**config.mk**
```make
export PLATFORM = sky130hd
export DESIGN_NAME = frame_gap_sched
export DESIGN_NICKNAME = d
export VERILOG_FILES = /design/src/rtl/fgs_pkg.sv /design/src/rtl/fgs_lfsr.sv /design/src/rtl/fgs_base_clamp.sv /design/src/rtl/fgs_gap_counter.sv /design/src/rtl/frame_gap_sched.sv
export SDC_FILE = /design/constraint.sdc
export NUM_CORES = 1
export LEC_CHECK = 0
export CORE_ASPECT_RATIO = 0.6
export CORE_MARGIN = 2
export CORE_UTILIZATION = 55
export CTS_BUF_LIST = sky130_fd_sc_hd__clkbuf_16
export CTS_CLUSTER_DIAMETER = 120
export DETAILED_ROUTE_END_ITERATION = 12
export PLACE_DENSITY = 0.77
export SLEW_MARGIN = 25
export SYNTH_ARGS = -nofsm -noshare
export SYNTH_HDL_FRONTEND = slang
export SYNTH_HIERARCHICAL = 1
export SYNTH_SLANG_ARGS = --single-unit
```
**constraint.sdc**
```tcl
create_clock -name clk_i -period 3.95 [get_ports clk_i]
set_input_delay 0.395 -clock clk_i [delete_from_list [all_inputs] [get_ports clk_i]]
set_output_delay 0.395 -clock clk_i [all_outputs]
set_load 0.05 [all_outputs]
```
**src/rtl/fgs_pkg.sv**
```systemverilog
package fgs_pkg;
  typedef enum logic [1:0] {
    ST_IDLE  = 2'd0,
    ST_FRAME = 2'd1,
    ST_GAP   = 2'd2
  } seq_state_e;
endpackage

```
**src/rtl/fgs_lfsr.sv**
```systemverilog
module fgs_lfsr #(
  parameter int W   = 7,
  parameter int TAP = 6
) (
  input  logic         clk_i,
  input  logic         rst_ni,
  input  logic         load_i,
  input  logic [W-1:0] seed_i,
  input  logic         step_i,
  output logic [W-1:0] state_o,
  output logic [W-1:0] next_o
);
  logic [W-1:0] q;
  logic         fb;

  assign fb      = q[W-1] ^ q[TAP-1];
  assign next_o  = {q[W-2:0], fb};
  assign state_o = q;

  always_ff @(posedge clk_i or negedge rst_ni) begin
    if (!rst_ni)     q <= '0;
    else if (load_i) q <= seed_i;
    else if (step_i) q <= next_o;
  end

  AST_LFSR_NONZERO: assert property (@(posedge clk_i) disable iff (!rst_ni)
    (q != '0 && !load_i) |=> (q != '0));
  AST_LFSR_HOLD: assert property (@(posedge clk_i) disable iff (!rst_ni)
    (!load_i && !step_i) |=> $stable(q));
endmodule

```
**src/rtl/fgs_base_clamp.sv**
```systemverilog
module fgs_base_clamp #(
  parameter int W   = 8,
  parameter int MIN = 5
) (
  input  logic [W-1:0] raw_i,
  output logic [W-1:0] legal_o
);
  localparam logic [W-1:0] MinVal = W'(MIN);

  always_comb begin
    legal_o = raw_i;
    if (raw_i != '0 && raw_i < MinVal) legal_o = MinVal;
  end
endmodule

```
**src/rtl/fgs_gap_counter.sv**
```systemverilog
module fgs_gap_counter #(
  parameter int W = 9
) (
  input  logic         clk_i,
  input  logic         rst_ni,
  input  logic         load_i,
  input  logic [W-1:0] load_val_i,
  input  logic         tick_i,
  output logic         expire_o
);
  logic [W-1:0] cnt_q;

  assign expire_o = tick_i && (cnt_q == W'(1)) && !load_i;

  always_ff @(posedge clk_i or negedge rst_ni) begin
    if (!rst_ni)                      cnt_q <= '0;
    else if (load_i)                  cnt_q <= load_val_i;
    else if (tick_i && cnt_q != '0)   cnt_q <= cnt_q - W'(1);
  end

  AST_GAP_HOLD: assert property (@(posedge clk_i) disable iff (!rst_ni)
    (!tick_i && !load_i) |=> $stable(cnt_q));
endmodule

```
**src/rtl/frame_gap_sched.sv**
```systemverilog
module frame_gap_sched #(
  parameter int          BASE_W   = 8,
  parameter int          LFSR_W   = 7,
  parameter int          LFSR_TAP = 6,
  parameter int          CNT_W    = 8,
  parameter int          MIN_BASE = 5,
  parameter logic [7:0]  BASE_RST = 8'h80
) (
  input  logic              clk_i,
  input  logic              rst_ni,
  input  logic              tick_ms_i,
  input  logic [BASE_W-1:0] base_time_i,
  input  logic [LFSR_W-1:0] seed_i,
  input  logic              send_i,
  input  logic [CNT_W-1:0]  frame_cnt_i,
  input  logic              frame_done_i,
  output logic              frame_start_o,
  output logic              busy_o,
  output logic [LFSR_W-1:0] lfsr_o
);
  import fgs_pkg::*;

  localparam int GAP_W = ((BASE_W > LFSR_W) ? BASE_W : LFSR_W) + 1;

  seq_state_e        state_q;
  logic [BASE_W-1:0] base_q, base_legal;
  logic [CNT_W-1:0]  left_q;
  logic              start_q;
  logic [LFSR_W-1:0] lfsr_next;
  logic              accept, fin, gap_load, expire;
  logic [GAP_W-1:0]  gap_val;

  assign accept   = (state_q == ST_IDLE) && send_i;
  assign fin      = (state_q == ST_FRAME) && frame_done_i;
  assign gap_load = fin && (left_q != '0) && (base_q != '0);
  assign gap_val  = GAP_W'(base_q) + GAP_W'(lfsr_next);

  fgs_base_clamp #(.W(BASE_W), .MIN(MIN_BASE)) u_clamp (
    .raw_i  (base_time_i),
    .legal_o(base_legal)
  );

  fgs_lfsr #(.W(LFSR_W), .TAP(LFSR_TAP)) u_lfsr (
    .clk_i  (clk_i),
    .rst_ni (rst_ni),
    .load_i (accept),
    .seed_i (seed_i),
    .step_i (fin),
    .state_o(lfsr_o),
    .next_o (lfsr_next)
  );

  fgs_gap_counter #(.W(GAP_W)) u_gap (
    .clk_i     (clk_i),
    .rst_ni    (rst_ni),
    .load_i    (gap_load),
    .load_val_i(gap_val),
    .tick_i    (tick_ms_i && (state_q == ST_GAP)),
    .expire_o  (expire)
  );

  always_ff @(posedge clk_i or negedge rst_ni) begin
    if (!rst_ni) begin
      state_q <= ST_IDLE;
      base_q  <= BASE_W'(BASE_RST);
      left_q  <= '0;
      start_q <= 1'b0;
    end else begin
      start_q <= 1'b0;
      unique case (state_q)
        ST_IDLE: if (send_i) begin
          base_q  <= base_legal;
          left_q  <= (frame_cnt_i == '0) ? '0 : frame_cnt_i - CNT_W'(1);
          start_q <= 1'b1;
          state_q <= ST_FRAME;
        end
        ST_FRAME: if (frame_done_i) begin
          if (left_q == '0) state_q <= ST_IDLE;
          else if (base_q == '0) begin
            start_q <= 1'b1;
            left_q  <= left_q - CNT_W'(1);
          end else state_q <= ST_GAP;
        end
        ST_GAP: if (expire) begin
          start_q <= 1'b1;
          left_q  <= left_q - CNT_W'(1);
          state_q <= ST_FRAME;
        end
        default: state_q <= ST_IDLE;
      endcase
    end
  end

  assign frame_start_o = start_q;
  assign busy_o        = (state_q != ST_IDLE);

  AST_START_BUSY: assert property (@(posedge clk_i) disable iff (!rst_ni)
    frame_start_o |-> busy_o);
  AST_GAP_WAITS_TICK: assert property (@(posedge clk_i) disable iff (!rst_ni)
    (state_q == ST_GAP && !tick_ms_i) |=> !frame_start_o);
  AST_SEND_IGNORED: assert property (@(posedge clk_i) disable iff (!rst_ni)
    (busy_o && send_i && !frame_done_i) |=> busy_o);
  AST_BASE_LEGAL: assert property (@(posedge clk_i) disable iff (!rst_ni)
    busy_o |-> (base_q == '0 || base_q >= BASE_W'(MIN_BASE)));
  AST_BASE_HOLD: assert property (@(posedge clk_i) disable iff (!rst_ni)
    busy_o |=> $stable(base_q));
endmodule

```
==> After elaboration in Yosys (flattened, before gate mapping) <==
Index checks and enable logic that the tools add are counted.
{ "totals": {"register_bits": 35, "in_bits": 28, "out_inout_bits": 9, "elab_cells": 70} }
{ "op_classes": {"addsub": 4, "order_cmp": 1, "n_eq_ne": 9, "n_mux": 24, "n_bitwise": 1, "reduce_logical": 25} }
{ "op_table": {"columns": ["op", "count"], "rows": [
  ["two-way mux 8 bit", 7],
  ["zero test 8 bit", 3],
  ["one-hot mux 8 bit (3 select lines)", 1],
  ["nonzero test 8 bit", 3],
  ["two-way mux 9 bit", 2],
  ["subtractor 8 x 1 -> 8 bit (second input constant)", 2],
  ["two-way mux 7 bit", 2],
  ["two-way mux 2 bit", 5],
  ["adder 8 x 7 -> 9 bit", 1],
  ["equality test 9 x 1 -> 1 bit (second input constant)", 1],
  ["logical AND 1 bit", 9],
  ["nonzero test 9 bit", 1],
  ["subtractor 9 x 1 -> 9 bit (second input constant)", 1],
  ["< comparator 8 x 3 -> 1 bit (second input constant)", 1],
  ["inequality test 2 bit (second input constant)", 4],
  ["one-hot mux 2 bit (3 select lines)", 1],
  ["AND reduction 6 bit", 1],
  ["nonzero test 2 bit", 3],
  ["two-way mux 1 bit", 5],
  ["AND reduction 4 bit", 1],
  ["inequality test 3 bit (second input constant)", 1],
  ["one-hot mux 1 bit (3 select lines)", 1],
  ["nonzero test 3 bit", 1],
  ["equality test 2 x 1 -> 1 bit (second input constant)", 1],
  ["other kinds (6)", 6]
]} }

==> Longest topological paths before layout <==
Gate-level depths: netlist (run 1).
{ "logic_depth": {"word_depth": 8, "ltp_mapped": 14, "ltp_nobuf": 12} }

==> By module <==
Netlist (run 1), hierarchy kept.
{ "modules_own_cells": {"columns": ["mod", "instances", "cells_each", "area_per_inst_um2", "seq_area_each_um2"], "rows": [
  ["frame_gap_sched", 1, 167, 1556.5, 476.7],
  ["fgs_gap_counter", 1, 69, 610.6, 225.2],
  ["fgs_lfsr", 1, 39, 401.6, 175.2],
  ["fgs_base_clamp", 1, 13, 77.6, 0.0]
]} }

==> Least setup slack after synthesis (run 1) <==
No wires, ideal clock.
{ "synth_timing": {"path_type": "flip-flop to flip-flop", "start": "reg left_q[4]", "end": "reg left_q[6]", "setup_time_ps": 125, "arrival_ps": 2834, "slack_ps": 991, "stages_incl_launch_ff": 13, "path_buffers": 2, "period_less_slack_ps": 2959, "path_cell_list": "dfrtp_1 nor4_1 a31o_2 a21oi_1 and2_1 clkbuf_1 nor3_2 nand2b_1 o221ai_1 a2111o_1 buf_6 o21ai_2 o31ai_2"} }
{ "synth_between": {"elab_chain_cells": 7, "word_cells_on_any_way": 15} }
{ "synth_lines": {"columns": ["element", "line_no", "source"], "rows": [
  ["start, declared", "frame_gap_sched.sv:27", "logic [CNT_W-1:0] left_q;"],
  ["start signal, assigned", "frame_gap_sched.sv:73", "left_q <= (frame_cnt_i == '0) ? '0 : frame_cnt_i - CNT_W'(1);"],
  ["start signal, assigned", "frame_gap_sched.sv:81", "left_q <= left_q - CNT_W'(1);"],
  ["start signal, assigned", "frame_gap_sched.sv:86", "left_q <= left_q - CNT_W'(1);"],
  ["nonzero test 8 bit", "frame_gap_sched.sv:35", "assign gap_load = fin && (left_q != '0) && (base_q != '0);"],
  ["logical AND 1 bit (2 in series)", "frame_gap_sched.sv:35", null],
  ["via gap_load", "frame_gap_sched.sv:30", "logic accept, fin, gap_load, expire;"],
  ["zero test 1 bit", "fgs_gap_counter.sv:13", "assign expire_o = tick_i && (cnt_q == W'(1)) && !load_i;"],
  ["logical AND 1 bit", "fgs_gap_counter.sv:13", null],
  ["via expire", "frame_gap_sched.sv:30", null],
  ["inequality test 2 bit (no source line)", null, null],
  ["AND reduction 6 bit (no source line)", null, null]
]} }
The timed path passes the listed nets, and every way through them passes these cells. The select of a mux whose other input is x is not followed.
A chain may end at the register's enable or synchronous reset.

==> Worst setup path after layout (run 1) <==
{ "layout_timing": {"start": "reg left_q[4]", "end": "reg left_q[2]"} }
Same word-level chain as after synthesis.

==> impl_metrics.toml, run 1 <==
[run_status]
status = "finished, final reports clean"

[worst_setup_path]
critPathTopFamily = "compound AO/OA/AOI/OAI gates"
crit_path_cell_trace = "nor4_1 -> a31o_2 -> a21oi_1 -> and2_1 -> nor3_2 -> nand2b_1 -> o221ai_1 -> a2111o_1 -> o21ai_0 -> o21ai_0"
worst_setup_end_kind = "flop"
critical_path_peak_fanout = 16
timing.critical_path.mode_cell = "o21ai_0"
ff2ff_setup_slack_ns = 0.53
startpoint_type = "flop"
timing.rr.start = "left_q[4]"
arrival_ns = 3.55
required_arrival_time_at_the_worst_endpoint_ns = 4.07
largest_incremental_delay_on_the_critical_path_ns = 0.65
register_to_register_path_depth = 10
cp.buffers_inverters = 0
critical_path.reg2reg.endpoint = "left_q[2]"
cpMaxStageDelayCell = "a2111o_1"
classification_of_the_worst_setup_path = "reg -> reg"

[global_routing]
first_pass_grt_wire_length_um = 10120
grt_max_degree = 36
grt_antenna_before_repair = 0
grt.total_usage = 0.2399
via_count_of_the_first_global_routing_pass = 2038
grt.overflow.total = 0

[sta]
max-slew-margin-rel = 0.5451
finalWorstPathRequiredPeriod_ns = 3.423
fin_setup_tns_ns = 0
worst_clock_skew_ns = 0.004358
worstMarginPinSlew_ns = 0.6728
grt_setup_unrepaired = "false"
finalHoldWorstSlack_ns = 0.5318
number_of_max_slew_violations_in_the_final_report = 0
setup_viol = 0
fmaxAchievable_ghz = 0.2921
worst_slack_ns = 0.5270
final.period_utilization = 0.8666
report.final.hold_viol_count = 0

[detailed_routing]
wl_um = 6011
route.antenna.remaining_nets = 0
detailedRoute.firstIterationViolations = 152
detail_route.drc_violations = 0
post_drt_via_cell_ratio = 5.772
dr_total_vias = 2182
first_pass_iters = 4
routedWlPerCell_um = 15.90

[power]
power_density_nw_per_um2 = 862.8
leakagePower_nw = 1.302
total_power_mw = 2.691
vdd_drop_max_v = 0.0005889

[synth]
ys_seq_elements = 35
mappedNetlistNets = 336
mappedNetlistArea_um2 = 2646
post_synth_arst_share = 1.000
synth.top_cells.by_area = "dfrtp_1, ha_1, o21ai_0, mux2_2, nand2_1"
synth_warnings = 6
cell_count_after_synthesis = 288
yosys.area.top_type = "dfrtp_1"
ys_types = 65
avgSynthCellArea_um2 = 9.189
dominantRegCellSynth = "dfrtp_1"
seq_area_frac_synth = 0.3314
yosysTopAreaCellShare = 0.3215
synth_enable_flop_cells = 0

[clocking]
cts_hold_buf = 0
clock_latency_ns = 0.27
clock_path_buffers = 2
cts_made_buffers = 5
clock_sink_count = 35
tritoncts = "built"
cts.htree.levels = 2
cts_resized = 0
cts_root_buffer = "clkbuf_16"
cts.clk_slew.worst_paths_ns = 0.06
cts_setup_buffers = 0

[place]
placedInstanceArea_um2 = 2983
hpwl_reported_at_the_end_of_detailed_placement_um = 4630
place_congestion = 0.8346
placed_cells_incl_taps = 370
placement.io_buffers = 36
dpl_worst_slack_ns = 0.6554

[cells_and_area]
postLayoutCellArea_um2 = 3119
fin_cells = 378
finalCoreUtilization = 0.6763
fraction_of_final_layout_cells_sized_beyond_drive_strength_1 = 0.1016
layout-area-overhead-vs-synth_pct = 17.87
nets = 362
diodes = 0

[floorplan]
num_io_pins = 37
rows = 19
die_width_um = 93.55
die_area_um2 = 5401
core-area_um2 = 4612
initial_utilization = 0.5738
die_h_um = 57.73

[hold_path]
min_path_type = "in -> async"

[job]
cap_viol_max_count = 0
==> routing by layer <==
metal / vias up / routed length [µm] / global-route usage
met5: - / 0 / 0
met4: 0 / 25 / 0.04969
met3: 4 / 363 / 0.07022
met2: 58 / 2302 / 0.3022
met1: 1042 / 3319 / 0.3965
li1: 1078 / - / -
==> synth_stat cells, drive strengths merged (3+ instances only) <==
master and number:
dfrtp 34, o21ai 27, nand2 25, nor2 20
ha 19, inv 18, a21oi 14, buf 10
clkbuf 8, mux2 8, mux2i 8, nor3 8
xnor2 8, a21boi 7, and2 5, nor2b 5
xor2 5, nand3 4, nor4 4, a211o 3
a211oi 3, a31o 3, o31ai 3, or4 3
==> registers in the layout, indices dropped and copies added, names as in the netlist <==
register        cells
base_q              8
frame_start_o       1
left_q              8
state_q             2
u_gap/cnt_q         9
u_lfsr/state_o      7
==> power breakdown <==
part           internal (mW)  leakage (nW)  switching (mW)  total [mW]
sequential             0.545         0.425           0.230       0.776
combinational          0.655         0.807           0.894        1.55
clock                  0.227        0.0701           0.140       0.367
==> worst reg2reg max path: cells and delay by family, from the launching register on <==
family | cells | cell delay (ns)
flip-flops | 1 | 0.40
AND/OR/NAND/NOR | 4 | 1.25
AO/OA/AOI/OAI | 6 | 1.63
==> worst max path at each step <==
stage,startpoint,endpoint,cells past startpoint
final,left_q[4],left_q[2],10
after global routing,left_q[4],left_q[0],10
after CTS,left_q[4],left_q[2],10
after detailed placement,left_q[4],left_q[0],10
after global placement,left_q[4],left_q[0],10
after floorplan,left_q[4],left_q[6],12
==> cell type report <==
class,count,area (µm²)
clock buffer,5,125.1
clock inverter,3,11.26
fill,379,1493
inverter,18,67.56
multi-input combinational,217,1592
sequential,35,877.1
tap,63,78.83
timing repair buffer,37,367.9
==> kinds of logic (layout without fill, tap and decap cells) <==
| group | after synthesis | after routing | share of synthesized area |
|---|---|---|---|
| simple gates | 90 | 90 | 0.2024 |
| xor+xnor | 13 | 13 | 0.04303 |
| buf+inv | 36 | 63 | 0.06714 |
| mux | 16 | 16 | 0.06431 |
| compound gates | 78 | 78 | 0.1943 |
| flops | 35 | 35 | 0.3314 |
| fa+ha+maj | 20 | 20 | 0.09740 |
==> placed cells by master (no fill, tap or decap), drive strengths merged, types with 2 or more instances in the layout <==
cell type / instances
nor2b: 5
nand2: 25
xnor2: 8
inv: 19
nor2: 20
a211o: 3
a211oi: 3
or2: 2
a32oi: 2
o21ai: 27
nand3: 4
mux2i: 8
clkdlybuf4s50: 36
o21bai: 2
a21boi: 7
a221oi: 2
mux2: 8
nor4: 4
a21o: 2
clkinv: 2
or3: 2
clkbuf: 5
nand2b: 2
nand4b: 2
ha: 19
nor4b: 2
xor2: 5
a2111o: 2
and2: 5
a31o: 3
a31oi: 2
a21oi: 14
dfrtp: 34
o31ai: 3
or4: 3
nor3: 8
(Power assumes the default switching activity.)
==> inputs of run 2 (changes only) <==
--- a/config.mk
+++ b/config.mk
@@ -5,6 +5,7 @@
 export SDC_FILE = /design/constraint.sdc
 export NUM_CORES = 1
 export LEC_CHECK = 0
+export ABC_CLOCK_PERIOD_IN_PS = 3150
 export CORE_ASPECT_RATIO = 0.6
 export CORE_MARGIN = 2
 export CORE_UTILIZATION = 55
==> constraint.sdc (replaced) <==
create_clock -name clk_i -period 3.15 [get_ports clk_i]
set_input_delay 0.315 -clock clk_i [delete_from_list [all_inputs] [get_ports clk_i]]
set_output_delay 0.315 -clock clk_i [all_outputs]
set_load 0.05 [all_outputs]
==> run 2 against run 1 <==
Effect of this change:
- global-route usage is 0.23 points lower
- largest cell class unchanged
- sequential share of layout area is 0.20 points lower
- critical endpoint is now left_q[0]
- non-clock buffer count is 3 higher
==> impl_metrics.toml, run 2 (synthesis gave the netlist of run 1 again) <==
[floorplan]
die_width_um = 93.55
core-area_um2 = 4612
die_h_um = 57.73
die_area_um2 = 5401
num_io_pins = 37
rows = 19
initial_utilization = 0.5738

[global_routing]
grt.total_usage = 0.2375
first_pass_grt_wire_length_um = 9860
grt_antenna_before_repair = 0
grt_max_degree = 36
grt.overflow.total = 0
via_count_of_the_first_global_routing_pass = 1995

[detailed_routing]
detail_route.drc_violations = 0
wl_met3_um = 301
top_signal_layer_used = "met4"
detailedRoute.firstIterationViolations = 107
dr_total_vias = 2167
wl_um = 5823
detailroute.wirelength.met2_um = 2248
post_drt_via_cell_ratio = 5.688
route.antenna.remaining_nets = 0
routedWlPerCell_um = 15.28
m1WireLength_um = 3232
first_pass_iters = 4

[clocking]
cts_hold_buf = 0
cts_root_buffer = "clkbuf_16"
clock_path_buffers = 2
cts.htree.levels = 2
clock_sink_count = 35
cts_resized = 0
cts.clk_slew.worst_paths_ns = 0.05
clock_latency_ns = 0.28
cts_made_buffers = 5
tritoncts = "built"
cts_setup_buffers = 0

[cells_and_area]
register_area_um2 = 877.1
fillers = 388
largest_registers = "u_gap/cnt_q x9, base_q x8, left_q x8"
most-common-layout-cells = "clkdlybuf4s50_1, dfrtp_1, o21ai_0, nand2_1, nor2_1"
fin_cells = 381
fraction_of_final_layout_cells_sized_beyond_drive_strength_1 = 0.1101
regMostFlops = "u_gap/cnt_q"
diodes = 0
multi_input_area_um2 = 1592
layout-area-overhead-vs-synth_pct = 18.72
flip_flop_count_of_the_largest_register_all_copies_and_words_added = 9
nets = 365
final_common_cell = "clkdlybuf4s50_1"

[sta]
worstMarginPinSlew_ns = 0.6452
final.period_utilization = 0.9181
finalWorstPathRequiredPeriod_ns = 2.892
max-slew-margin-rel = 0.5638
worst_clock_skew_ns = 0.003093
number_of_max_slew_violations_in_the_final_report = 0
fin_setup_tns_ns = 0
setup_viol = 0
grt_setup_unrepaired = "false"
fmaxAchievable_ghz = 0.3458
finalHoldWorstSlack_ns = 0.4442
report.final.hold_viol_count = 0

[worst_setup_path]
worst-path-stages = 8
cp.buffers_inverters = 0
startpoint_type = "flop"
worstSetupStartpoint = "u_gap/cnt_q[7]"
crit_path_cell_trace = "or3_1 -> or4_1 -> nor3_2 -> nand2b_1 -> o221ai_1 -> a2111o_1 -> a221oi_1 -> a21oi_1"
arrival_ns = 3.03
setup.worst_path.end = "left_q[0]"
timing.rr.start = "u_gap/cnt_q[7]"
critPathTopFamily = "simple AND/OR/NAND/NOR gates"
critical_path.reg2reg.endpoint = "left_q[0]"
classification_of_the_worst_setup_path = "reg -> reg"
critical_path_peak_fanout = 14
ff2ff_setup_slack_ns = 0.26
largest_incremental_delay_on_the_critical_path_ns = 0.61
cpMaxStageDelayCell = "a2111o_1"
worst_setup_end_kind = "flop"
required_arrival_time_at_the_worst_endpoint_ns = 3.29
register_to_register_path_depth = 8

[power]
power_density_nw_per_um2 = 1073
leakagePower_nw = 1.317
vdd_drop_max_v = 0.0007759

[run_status]
status = "finished, final reports clean"

[place]
placed_cells_incl_taps = 373
place_congestion = 0.8584
hpwl_reported_at_the_end_of_detailed_placement_um = 4501
placement.io_buffers = 36

[hold_path]
min_path_type = "in -> async"

[job]
cap_viol_max_count = 0
==> run 2: cell types whose count changed in the layout (fill, tap and decap cells not counted), sizes merged <==
cell | before | now
buf | 1 | 4
==> run 2: report_power, final <==
group	total (mW)	switching, mW	internal, mW	leakage [nW]
Combinational	1.94	1.10	0.838	0.822
Clock	0.465	0.181	0.284	0.0701
Sequential	0.969	0.285	0.684	0.425
==> run 2: worst min path at each step <==
stage,slack [ns],from,endpoint
finish,0.44,rst_ni,base_q[5]
global route,0.49,rst_ni,base_q[5]
CTS,0.47,rst_ni,base_q[0]
detailed placement,0.52,left_q[6],left_q[6]
global placement,0.50,left_q[5],left_q[5]
floorplan,0.02,rst_ni,base_q[0]
==> run 2: area by class of cell <==
cell class	instances	share of cell area
Sequential cell	35	0.2792
Clock buffer	5	0.03982
Timing Repair Buffer	40	0.1243
Inverter	18	0.02151
Tap cell	63	0.02509
Clock inverter	3	0.003584
Multi-Input combinational cell	217	0.5066
==> run 2: routing by layer <==
metal	vias to the layer above	track usage
li1	1083	-
met1	1024	0.3937
met2	56	0.3083
met3	4	0.04421
met4	0	0.06832
met5	-	0
==> run 2: per-stage QoR <==
step	power, mW	util	instance area, µm²	setup WS, ns
2_1_floorplan	2.457	-	2646	0.1915
3_3_place_gp	2.858	0.6517	3005	0.3924
3_5_place_dp	2.890	0.6517	3005	0.3137
4_1_cts	3.371	0.6812	3142	0.2856
5_1_grt	3.644	0.6812	3142	0.09238
6_report	3.372	0.6812	3142	0.2579
